`src/rtl/fps_pkg.sv`:
```
package fps_pkg;

    parameter int unsigned ADDR_W = 7;
    parameter int unsigned DATA_W = 8;

    // register addresses decoded by the monitor
    localparam logic [ADDR_W-1:0] A_INWB   = 7'h00;
    localparam logic [ADDR_W-1:0] A_SUM    = 7'h04;
    localparam logic [ADDR_W-1:0] A_FILT0  = 7'h06;
    localparam logic [ADDR_W-1:0] A_DET    = 7'h1C;
    localparam logic [ADDR_W-1:0] A_DET_EN = 7'h1E;
    localparam logic [ADDR_W-1:0] A_SUM_EN = 7'h24;

    // bit positions inside the summary and summary-enable bytes
    localparam int unsigned SUM_WB_BIT  = 0;
    localparam int unsigned SUM_DET_BIT = 5;
    localparam int unsigned SUM_POR_BIT = 6;

    localparam logic [DATA_W-1:0] SUM_EN_FORCE =
        DATA_W'((1 << SUM_WB_BIT) | (1 << SUM_POR_BIT));
    localparam logic [DATA_W-1:0] POR_CLR_MASK = ~DATA_W'(1 << SUM_POR_BIT);

    typedef enum logic [3:0] {
        S_IDLE,
        S_I_SUM_EN,
        S_I_SUM,
        S_I_DET_EN,
        S_I_DET,
        S_I_FILT,
        S_I_PORRD,
        S_I_PORWR,
        S_P_SUM,
        S_P_SUM_EN,
        S_P_WBF,
        S_P_DET,
        S_P_DET_EN,
        S_P_WB
    } fps_state_e;

    function automatic logic [2:0] dly_code(input int unsigned us);
        logic [2:0] c;
        case (us)
            50:      c = 3'd0;
            100:     c = 3'd1;
            400:     c = 3'd2;
            800:     c = 3'd3;
            1600:    c = 3'd4;
            3200:    c = 3'd5;
            12800:   c = 3'd6;
            20000:   c = 3'd7;
            default: c = 3'd7;
        endcase
        return c;
    endfunction

endpackage

```
`src/rtl/fps_filter_enc.sv`:
```
module fps_filter_enc #(
    parameter int unsigned NCH   = 8,
    parameter int unsigned DLY_W = 16
) (
    input  logic [NCH*DLY_W-1:0]          dly_us,
    input  logic [NCH-1:0]                bypass,
    input  logic [NCH-1:0]                wb_en,
    output logic [NCH*fps_pkg::DATA_W-1:0] filt_bytes
);
    localparam int unsigned DW  = fps_pkg::DATA_W;
    localparam int unsigned PAD = DW - 5;

    generate
        for (genvar g = 0; g < NCH; g++) begin : g_ch
            logic [2:0] code;
            assign code = fps_pkg::dly_code(32'(dly_us[g*DLY_W +: DLY_W]));
            assign filt_bytes[g*DW +: DW] = {{PAD{1'b0}}, wb_en[g], bypass[g], code};
        end
    endgenerate

endmodule

```
`src/rtl/fps_req_build.sv`:
```
module fps_req_build #(
    parameter int unsigned NCH   = 8,
    parameter int unsigned IDX_W = 3
) (
    input  fps_pkg::fps_state_e                state,
    input  logic [IDX_W-1:0]                   filt_idx,
    input  logic [NCH*fps_pkg::DATA_W-1:0]     filt_bytes,
    input  logic [fps_pkg::DATA_W-1:0]         cfg_sum_en,
    input  logic [fps_pkg::DATA_W-1:0]         cfg_sum,
    input  logic [fps_pkg::DATA_W-1:0]         cfg_det_en,
    input  logic [fps_pkg::DATA_W-1:0]         cfg_det,
    input  logic [fps_pkg::DATA_W-1:0]         por_val,
    output logic [fps_pkg::ADDR_W-1:0]         addr,
    output logic                               wr,
    output logic [fps_pkg::DATA_W-1:0]         data
);
    import fps_pkg::*;

    always_comb begin
        addr = A_INWB;
        wr   = 1'b0;
        data = '0;
        case (state)
            S_I_SUM_EN: begin addr = A_SUM_EN; wr = 1'b1; data = cfg_sum_en | SUM_EN_FORCE; end
            S_I_SUM:    begin addr = A_SUM;    wr = 1'b1; data = cfg_sum;    end
            S_I_DET_EN: begin addr = A_DET_EN; wr = 1'b1; data = cfg_det_en; end
            S_I_DET:    begin addr = A_DET;    wr = 1'b1; data = cfg_det;    end
            S_I_FILT: begin
                addr = A_FILT0 + ADDR_W'({filt_idx, 1'b0});
                wr   = 1'b1;
                data = filt_bytes[filt_idx*DATA_W +: DATA_W];
            end
            S_I_PORRD:  begin addr = A_SUM; end
            S_I_PORWR:  begin addr = A_SUM; wr = 1'b1; data = por_val & POR_CLR_MASK; end
            S_P_SUM:    addr = A_SUM;
            S_P_SUM_EN: addr = A_SUM_EN;
            S_P_WBF:    addr = A_INWB;
            S_P_DET:    addr = A_DET;
            S_P_DET_EN: addr = A_DET_EN;
            S_P_WB:     addr = A_INWB;
            default:    addr = A_INWB;
        endcase
    end

endmodule

```
`src/rtl/fault_poll_seq.sv`:
```
module fault_poll_seq #(
    parameter int unsigned NCH   = 8,
    parameter int unsigned DLY_W = 16
) (
    input  logic                       clk,
    input  logic                       rst_n,
    input  logic                       poll_req,
    input  logic                       fault_in,
    input  logic [7:0]                 cfg_sum_en,
    input  logic [7:0]                 cfg_sum,
    input  logic [7:0]                 cfg_det_en,
    input  logic [7:0]                 cfg_det,
    input  logic [NCH*DLY_W-1:0]       cfg_dly_us,
    input  logic [NCH-1:0]             cfg_bypass,
    input  logic [NCH-1:0]             cfg_wb_en,
    output logic                       req_valid,
    input  logic                       req_ready,
    output logic                       req_write,
    output logic [6:0]                 req_addr,
    output logic [7:0]                 req_data,
    input  logic                       rsp_valid,
    input  logic                       rsp_crc_err,
    input  logic [7:0]                 rsp_byte0,
    input  logic [7:0]                 rsp_byte1,
    output logic [7:0]                 flt_sum,
    output logic [7:0]                 flt_sum_en,
    output logic [7:0]                 flt_det,
    output logic [7:0]                 flt_det_en,
    output logic [NCH-1:0]             wb_vec,
    output logic [NCH-1:0]             in_vec,
    output logic                       busy,
    output logic                       crc_error
);
    import fps_pkg::*;

    localparam int unsigned IDX_W = (NCH > 1) ? $clog2(NCH) : 1;
    localparam logic [IDX_W-1:0] LAST_IDX = IDX_W'(NCH - 1);

    fps_state_e        state, nstate, succ;
    logic              waiting, nwait;
    logic [IDX_W-1:0]  filt_idx, nidx;
    logic [7:0]        por_val;
    logic [NCH*8-1:0]  filt_bytes;
    logic              rsp_take, rsp_good;

    fps_filter_enc #(.NCH(NCH), .DLY_W(DLY_W)) u_enc (
        .dly_us     (cfg_dly_us),
        .bypass     (cfg_bypass),
        .wb_en      (cfg_wb_en),
        .filt_bytes (filt_bytes)
    );

    fps_req_build #(.NCH(NCH), .IDX_W(IDX_W)) u_req (
        .state      (state),
        .filt_idx   (filt_idx),
        .filt_bytes (filt_bytes),
        .cfg_sum_en (cfg_sum_en),
        .cfg_sum    (cfg_sum),
        .cfg_det_en (cfg_det_en),
        .cfg_det    (cfg_det),
        .por_val    (por_val),
        .addr       (req_addr),
        .wr         (req_write),
        .data       (req_data)
    );

    assign busy      = (state != S_IDLE);
    assign req_valid = busy && !waiting;
    assign rsp_take  = waiting && rsp_valid;
    assign rsp_good  = rsp_take && !rsp_crc_err;

    // successor of the current step once its response is good
    always_comb begin
        succ = S_IDLE;
        case (state)
            S_I_SUM_EN: succ = S_I_SUM;
            S_I_SUM:    succ = S_I_DET_EN;
            S_I_DET_EN: succ = S_I_DET;
            S_I_DET:    succ = S_I_FILT;
            S_I_FILT:   succ = (filt_idx == LAST_IDX) ? S_I_PORRD : S_I_FILT;
            S_I_PORRD:  succ = S_I_PORWR;
            S_I_PORWR:  succ = S_IDLE;
            S_P_SUM:    succ = (rsp_byte1 != 8'h00) ? S_P_SUM_EN : S_P_WB;
            S_P_SUM_EN: begin
                if (flt_sum[SUM_WB_BIT] && rsp_byte1[SUM_WB_BIT])
                    succ = S_P_WBF;
                else if (flt_sum[SUM_DET_BIT])
                    succ = S_P_DET;
                else
                    succ = S_P_WB;
            end
            S_P_WBF:    succ = flt_sum[SUM_DET_BIT] ? S_P_DET : S_P_WB;
            S_P_DET:    succ = S_P_DET_EN;
            S_P_DET_EN: succ = S_P_WB;
            S_P_WB:     succ = S_IDLE;
            default:    succ = S_IDLE;
        endcase
    end

    always_comb begin
        nstate = state;
        nwait  = waiting;
        nidx   = filt_idx;
        if (state == S_IDLE) begin
            if (poll_req)
                nstate = fault_in ? S_P_SUM : S_P_WB;
        end else if (!waiting) begin
            if (req_ready)
                nwait = 1'b1;
        end else if (rsp_valid) begin
            nwait = 1'b0;
            if (rsp_crc_err) begin
                nstate = S_IDLE;
                nidx   = '0;
            end else begin
                nstate = succ;
                if (state == S_I_FILT)
                    nidx = (succ == S_I_FILT) ? filt_idx + 1'b1 : '0;
            end
        end
    end

    // state register
    always_ff @(posedge clk or negedge rst_n) begin
        if (!rst_n) begin
            state    <= S_I_SUM_EN;
            waiting  <= 1'b0;
            filt_idx <= '0;
        end else begin
            state    <= nstate;
            waiting  <= nwait;
            filt_idx <= nidx;
        end
    end

    // outputs
    always_ff @(posedge clk or negedge rst_n) begin
        if (!rst_n) begin
            flt_sum    <= '0;
            flt_sum_en <= '0;
            flt_det    <= '0;
            flt_det_en <= '0;
            wb_vec     <= '0;
            in_vec     <= '0;
            por_val    <= '0;
            crc_error  <= 1'b0;
        end else begin
            if (rsp_take && rsp_crc_err)
                crc_error <= 1'b1;
            if (rsp_good) begin
                in_vec <= rsp_byte0[NCH-1:0];
                if (req_write)
                    wb_vec <= rsp_byte1[NCH-1:0];
                case (state)
                    S_I_PORRD:  por_val    <= rsp_byte1;
                    S_P_SUM:    flt_sum    <= rsp_byte1;
                    S_P_SUM_EN: flt_sum_en <= rsp_byte1;
                    S_P_WBF:    wb_vec     <= rsp_byte1[NCH-1:0];
                    S_P_DET:    flt_det    <= rsp_byte1;
                    S_P_DET_EN: flt_det_en <= rsp_byte1;
                    S_P_WB:     wb_vec     <= rsp_byte1[NCH-1:0];
                    default:    ;
                endcase
            end
        end
    end

endmodule

```
`config.mk`:
```
export PLATFORM = sky130hd
export DESIGN_NAME = fault_poll_seq
export DESIGN_NICKNAME = d
export VERILOG_FILES = /design/src/rtl/fps_pkg.sv /design/src/rtl/fps_filter_enc.sv /design/src/rtl/fps_req_build.sv /design/src/rtl/fault_poll_seq.sv
export SDC_FILE = /design/constraint.sdc
export NUM_CORES = 1
export LEC_CHECK = 0
export BUFFER_PORTS_ARGS = -buffer_cell sky130_fd_sc_hd__buf_4
export CAP_MARGIN = 30
export CELL_PAD_IN_SITES_DETAIL_PLACEMENT = 1
export CELL_PAD_IN_SITES_GLOBAL_PLACEMENT = 1
export CORE_ASPECT_RATIO = 2
export CORE_MARGIN = 3
export CORE_UTILIZATION = 30
export DETAILED_ROUTE_END_ITERATION = 12
export HOLD_SLACK_MARGIN = 0.08
export PLACE_DENSITY_LB_ADDON = 0.1
export SLEW_MARGIN = 10
export SYNTH_ARGS = -nofsm -noshare
export SYNTH_HDL_FRONTEND = slang
export SYNTH_SLANG_ARGS = --single-unit
```
`constraint.sdc`:
```
create_clock -name clk -period 2.5 [get_ports clk]
set_input_delay 0.25 -clock clk [delete_from_list [all_inputs] [get_ports clk]]
set_output_delay 0.25 -clock clk [all_outputs]
set_load 0.005 [all_outputs]
```
Yosys cells after proc, flatten, opt, wreduce, memory -nomap -nowiden
Cells that the tools add are included.
Storage, ports and cells
  bits of input ports: 199
  bits in latches: 0
  ROM bits: 0
  bits in writable memories: 0
  register bits: 65
  memories: 0
  output and inout port bits: 67
Cells by class
  equal/unequal tests: 72
  bitwise gates (word level): 1
  divide/modulo/power cells: 0
  shift-type cells: 1
  multipliers: 0
  multiplexer cells: 30
  magnitude comparators: 0
  reduce and logical (&&, ||, !) cells: 28
  add/sub/neg operators: 2
Operators with widths (count)
  one-hot mux 3 bit (7 select lines): 8
  equality test 16 x 10 -> 1 bit, second input constant: 8
  equality test 16 x 11 -> 1 bit, second input constant: 8
  equality test 16 x 12 -> 1 bit, second input constant: 8
  equality test 16 x 14 -> 1 bit, second input constant: 8
  equality test 16 x 6 -> 1 bit, second input constant: 8
  equality test 16 x 7 -> 1 bit, second input constant: 8
  equality test 16 x 9 -> 1 bit, second input constant: 8
  indexed part select 64 x 7 -> 8 bit: 1
  one-hot mux 8 bit (6 select lines): 1
  one-hot mux 4 bit (11 select lines): 1
  one-hot mux 7 bit (5 select lines): 1
  equality test 4 bit, second input constant: 6
  two-way mux 3 bit: 7
  equality test 4 x 3 -> 1 bit, second input constant: 5
  two-way mux 4 bit: 5
  two-way mux 8 bit: 2
  AND reduction 2 bit: 6
  equality test 4 x 2 -> 1 bit, second input constant: 2
  nonzero test 2 bit: 4
  nonzero test 8 bit: 1
  OR reduction 2 bit: 4
  OR reduction 6 bit: 1
  adder 3 x 4 -> 5 bit, first input constant: 1
  other kinds (14): 22

Longest topological paths before layout
  depth in word-level cells: 7
  mapped depth: 8
  gate-level depth less buffers: 8

Hierarchy
Synthesis repeated with hierarchy kept, for this count alone.
Unflattened totals
  cell total of the unflattened synthesis: 645
  area total of the unflattened synthesis: 5958.2 um^2
By module, submodules not included
  fault_poll_seq: area an instance 2834.0 um^2, cells each 202, instances 1
  fps_filter_enc: area an instance 2028.2 um^2, cells each 302, instances 1
  fps_req_build: area an instance 1096.1 um^2, cells each 141, instances 1

Worst setup path after synthesis
OpenSTA, ideal clock, no wires.
  kind: input port to output port
  from: input port cfg_dly_us[23]
  to: output port req_data[0]
  slack: 0.320 ns
  cell stages on the path: 7
  arrival time: 1.930 ns
  path buffers: 0
  data required time: 2.250 ns
  path through: or4b_2 nor3_1 nand2_1 o31ai_1 a21oi_1 a22o_1 a21o_1
Between the ends
  cells in the longest elaborated chain, start to end: 4
RTL lines
  start: declaration: RTL line fault_poll_seq.sv:13  | input logic [NCH*DLY_W-1:0] cfg_dly_us,
  equality test 16 x 14 -> 1 bit, or another cell as far along: RTL line fps_pkg.sv:42  | case (us)
  one-hot mux 3 bit (7 select lines) *: RTL line fps_pkg.sv:42
  indexed part select 64 x 7 -> 8 bit *: RTL line fps_req_build.sv:31  | data = filt_bytes[filt_idx*DATA_W +: DATA_W];
  one-hot mux 8 bit (6 select lines) *: RTL line fps_req_build.sv:23  | case (state)
  end: declaration: RTL line fault_poll_seq.sv:20  | output logic [7:0] req_data,
Mark *: on every way between the ends. The rest lies on a longest branch, timed or not.

Worst setup path in the final report
  from: input port cfg_dly_us[51]
  to: output port req_data[2]
Same word-level chain as after synthesis.

==> flow_metrics.tcl <==
set metrics [dict create \
    status "complete, no violations" \
    initial_core_util 0.3068 \
    drt_iter0_markers 191 \
    relSlewSlack 0.4549 \
    hp-class "in -> reg" \
    yosys_warnings 0 \
    wl_mm 24.28 \
    core-area_um2 16350 \
    max_freq_mhz 406.9 \
    postLayoutCellArea_um2 8223 \
    critical-path-slowest-cell "or4_4" \
    row_count 66 \
    cts_root_buf "clkbuf_16" \
    timing.final.crit_period_ps 2458 \
    holdWs_ps 138.6 \
    synthArstFlopShare 1.000 \
    synth_top_family_by_area "simple AND/OR/NAND/NOR gates" \
    worstHoldPathCells 3 \
    synth-simple-area-share 0.3335 \
    yosysSeqAreaShare 0.3195 \
    synth_area_um2 5016 \
    max-cap-violations 0 \
    cts.path.max_buffers 2 \
    grt_pass1_vias 6869 \
    cp.arrival_ps 2210 \
    critPathKind "in -> out" \
    drv_slew 0 \
    synth_edf_count 0 \
    hold_viol 0 \
    ys_types 62 \
    rr_worst_depth 6 \
    r2r-end "state[2]" \
    routed_via_density 5.700 \
    cp.required_ps 2250 \
    clock-sinks 64 \
    final_util 0.5029 \
    port_buffers 261 \
    total_power_uw 6205 \
    slowest_delay_ps 560 \
    synth_most_common_cell "dfrtp_1" \
    tightest_slew_ps 817.7 \
    path_cells "buf_4 -> or4_4 -> nor4_2 -> buf_4 -> nand3_4 -> nand3_2 -> a41oi_2 -> a211oi_2 -> o211ai_1 -> buf_4" \
    synth-main-ff-cell "dfrtp_1" \
    avgSynthCellArea_um2 8.878 \
    grt_util_all_layers 0.2582 \
    yosys-top-cells-area "dfrtp_1 31%, mux2_2 12%, nor2_1 4.5%" \
    dieArea_um2 18400 \
    antenna_found_initial 2 \
    grt_max_degree 65 \
    placed_area_um2 7570 \
    grt_pass1_wl_mm 37.93 \
    p_leak_uw 0.003611 \
    peakVddDrop_mv 0.6599 \
    htree_levels 3 \
    nets 1085 \
    finClkSkew_ps 5.669 \
    hp-start "poll_req" \
    n_fill_cell 1963 \
    vias 6236 \
    crit_cells 10 \
    crit_path_start_kind "input port" \
    detail-route-antenna-nets 0 \
    worstPathMaxFanout 3 \
    globalplace.congestion 0.8920 \
    whs_endpoint "state[3]" \
    synth_top_cell_area_share 0.3143 \
    ys_ff_latch 64 \
    synth-xor-area-share 0.001746 \
    setup_violations 0 \
    post-dp-hpwl_mm 20.24 \
    path_delay_family "simple AND/OR/NAND/NOR gates" \
    synth_common_cells "63 x dfrtp_1, 60 x nor2_1, 55 x mux2_2" \
    cp-end-kind "output pin" \
    area_growth_syn_to_layout_pct 63.93 \
    cp.buffers_inverters 3 \
    cts_tree "built" \
    insertion_delay_ps 330 \
    synth_compound_area_frac 0.1676 \
    reg2reg_slack_ps 250 \
    die_w_um 97.44 \
    wl_per_cell_um 22.20 \
    grt-ovfl-total 0 \
    remaining_drc_errors 0 \
    fp.dieH_um 188.9 \
    syn-instance-count 565 \
    yosysTopAreaCell "dfrtp_1" \
    regToRegStartpoint "state[1]" \
    synthMuxAreaShare 0.1454 \
    power.density_nw_per_um2 754.6 \
    path_common_cell "buf_4" \
    cts_made_buffers 9 \
    tns_ps 0 \
    dr.pass1.iters 4 \
    ios 266 \
    cts.reportedPaths.clkPinSlew_ps 60 \
    synth_fa_ha_area_frac 0.007483 \
    drive_above_1_share 0.5113 \
    period_share 0.9832 \
]
## registers in the layout, indices dropped and copies added (netlist names), 3 cells and up
name and count:
flt_sum_en 8, in_vec 8, flt_det_en 8, wb_vec 8
flt_det 8, state 4, filt_idx 3, por_val 7
flt_sum 8
## placed cells by master, fill, tap and decap left out, types with 5 or more instances in the layout
cell and count:
inv_1 8, nor3_1 23, nor4bb_1 20, a31oi_1 9
a22oi_1 11, mux2_2 55, o211ai_1 10, nor3b_1 7
nand4_1 19, nand2_1 32, nand2b_1 7, a211oi_1 6
clkbuf_16 9, o21ai_0 12, nor2_1 57, dfrtp_1 61
a21oi_1 28, o22ai_1 9, nor4b_1 5, nor4_1 20
nand3_1 23, buf_6 5, or4_4 5, buf_4 317
nor4b_2 5
## per-stage QoR
stage                     setup slack, ps  cells
after global routing               -81.36   1094
final                               42.11   1094
after floorplan                     319.7    566
after CTS                           8.858   1087
after global placement             -129.5   1069
after detailed placement           -136.6   1070
## cell families (layout without fill, tap and decap cells)
kind of cell             Yosys count  count (layout)
multiplexers                      61              61
buffers and inverters             27             349
AO/OA/AOI/OAI                    124             124
flip-flops                        64              64
adder cells (fa/ha/maj)            3               3
other                              1               4
XOR/XNOR                           1               1
AND/OR/NAND/NOR                  284             284
## worst max-delay path by stage
stage	from	end	slack, ps
final	cfg_dly_us[51]	req_data[2]	40
after global routing	filt_idx[1]	req_data[1]	-80
after CTS	cfg_dly_us[16]	req_data[2]	9
after detailed placement	cfg_dly_us[60]	req_data[1]	-140
after global placement	cfg_dly_us[16]	req_data[1]	-130
after floorplan	cfg_dly_us[23]	req_data[0]	320
## area by class of cell
cell class,instances,area (um2),share of cell area
Clock buffer,9,225.2,0.02739
Sequential cell,64,1605,0.1952
Timing Repair Buffer,323,2446,0.2975
Clock inverter,7,71.32,0.008673
Antenna cell,2,5.005,0.0006086
Inverter,10,41.29,0.005021
Multi-Input combinational cell,475,3573,0.4346
Tap cell,204,255.2,0.03104
## where the power goes
part,internal [uW],switching (uW)
combinational,1740,1560
sequential,1410,256
clock,770,467
## per-layer routing
metal / global-route usage / vias to the layer above / share of wire
li1: - / 2898 / -
met1: 0.2509 / 3062 / 0.33
met2: 0.5093 / 224 / 0.57
met3: 0.05457 / 52 / 0.057
met4: 0.1131 / 0 / 0.038
met5: 0 / - / 0
## tightest hold or removal path: cells and delay by family
kind	cells	cell delay, ps
AND/OR/NAND/NOR	2	100
buffers and inverters	1	90
## timing repair
| item | 4_1_cts | 5_1_grt |
|---|---|---|
| pin swaps | 4 | 15 |
| hold endpoints to repair | 63 | 0 |
| setup buffers | 0 | 5 |
| hold buffers | 1 | 0 |
| setup endpoints to repair | 3 | 4 |
| gates resized for setup | 18 | 50 |
(Power assumes the default switching activity.)
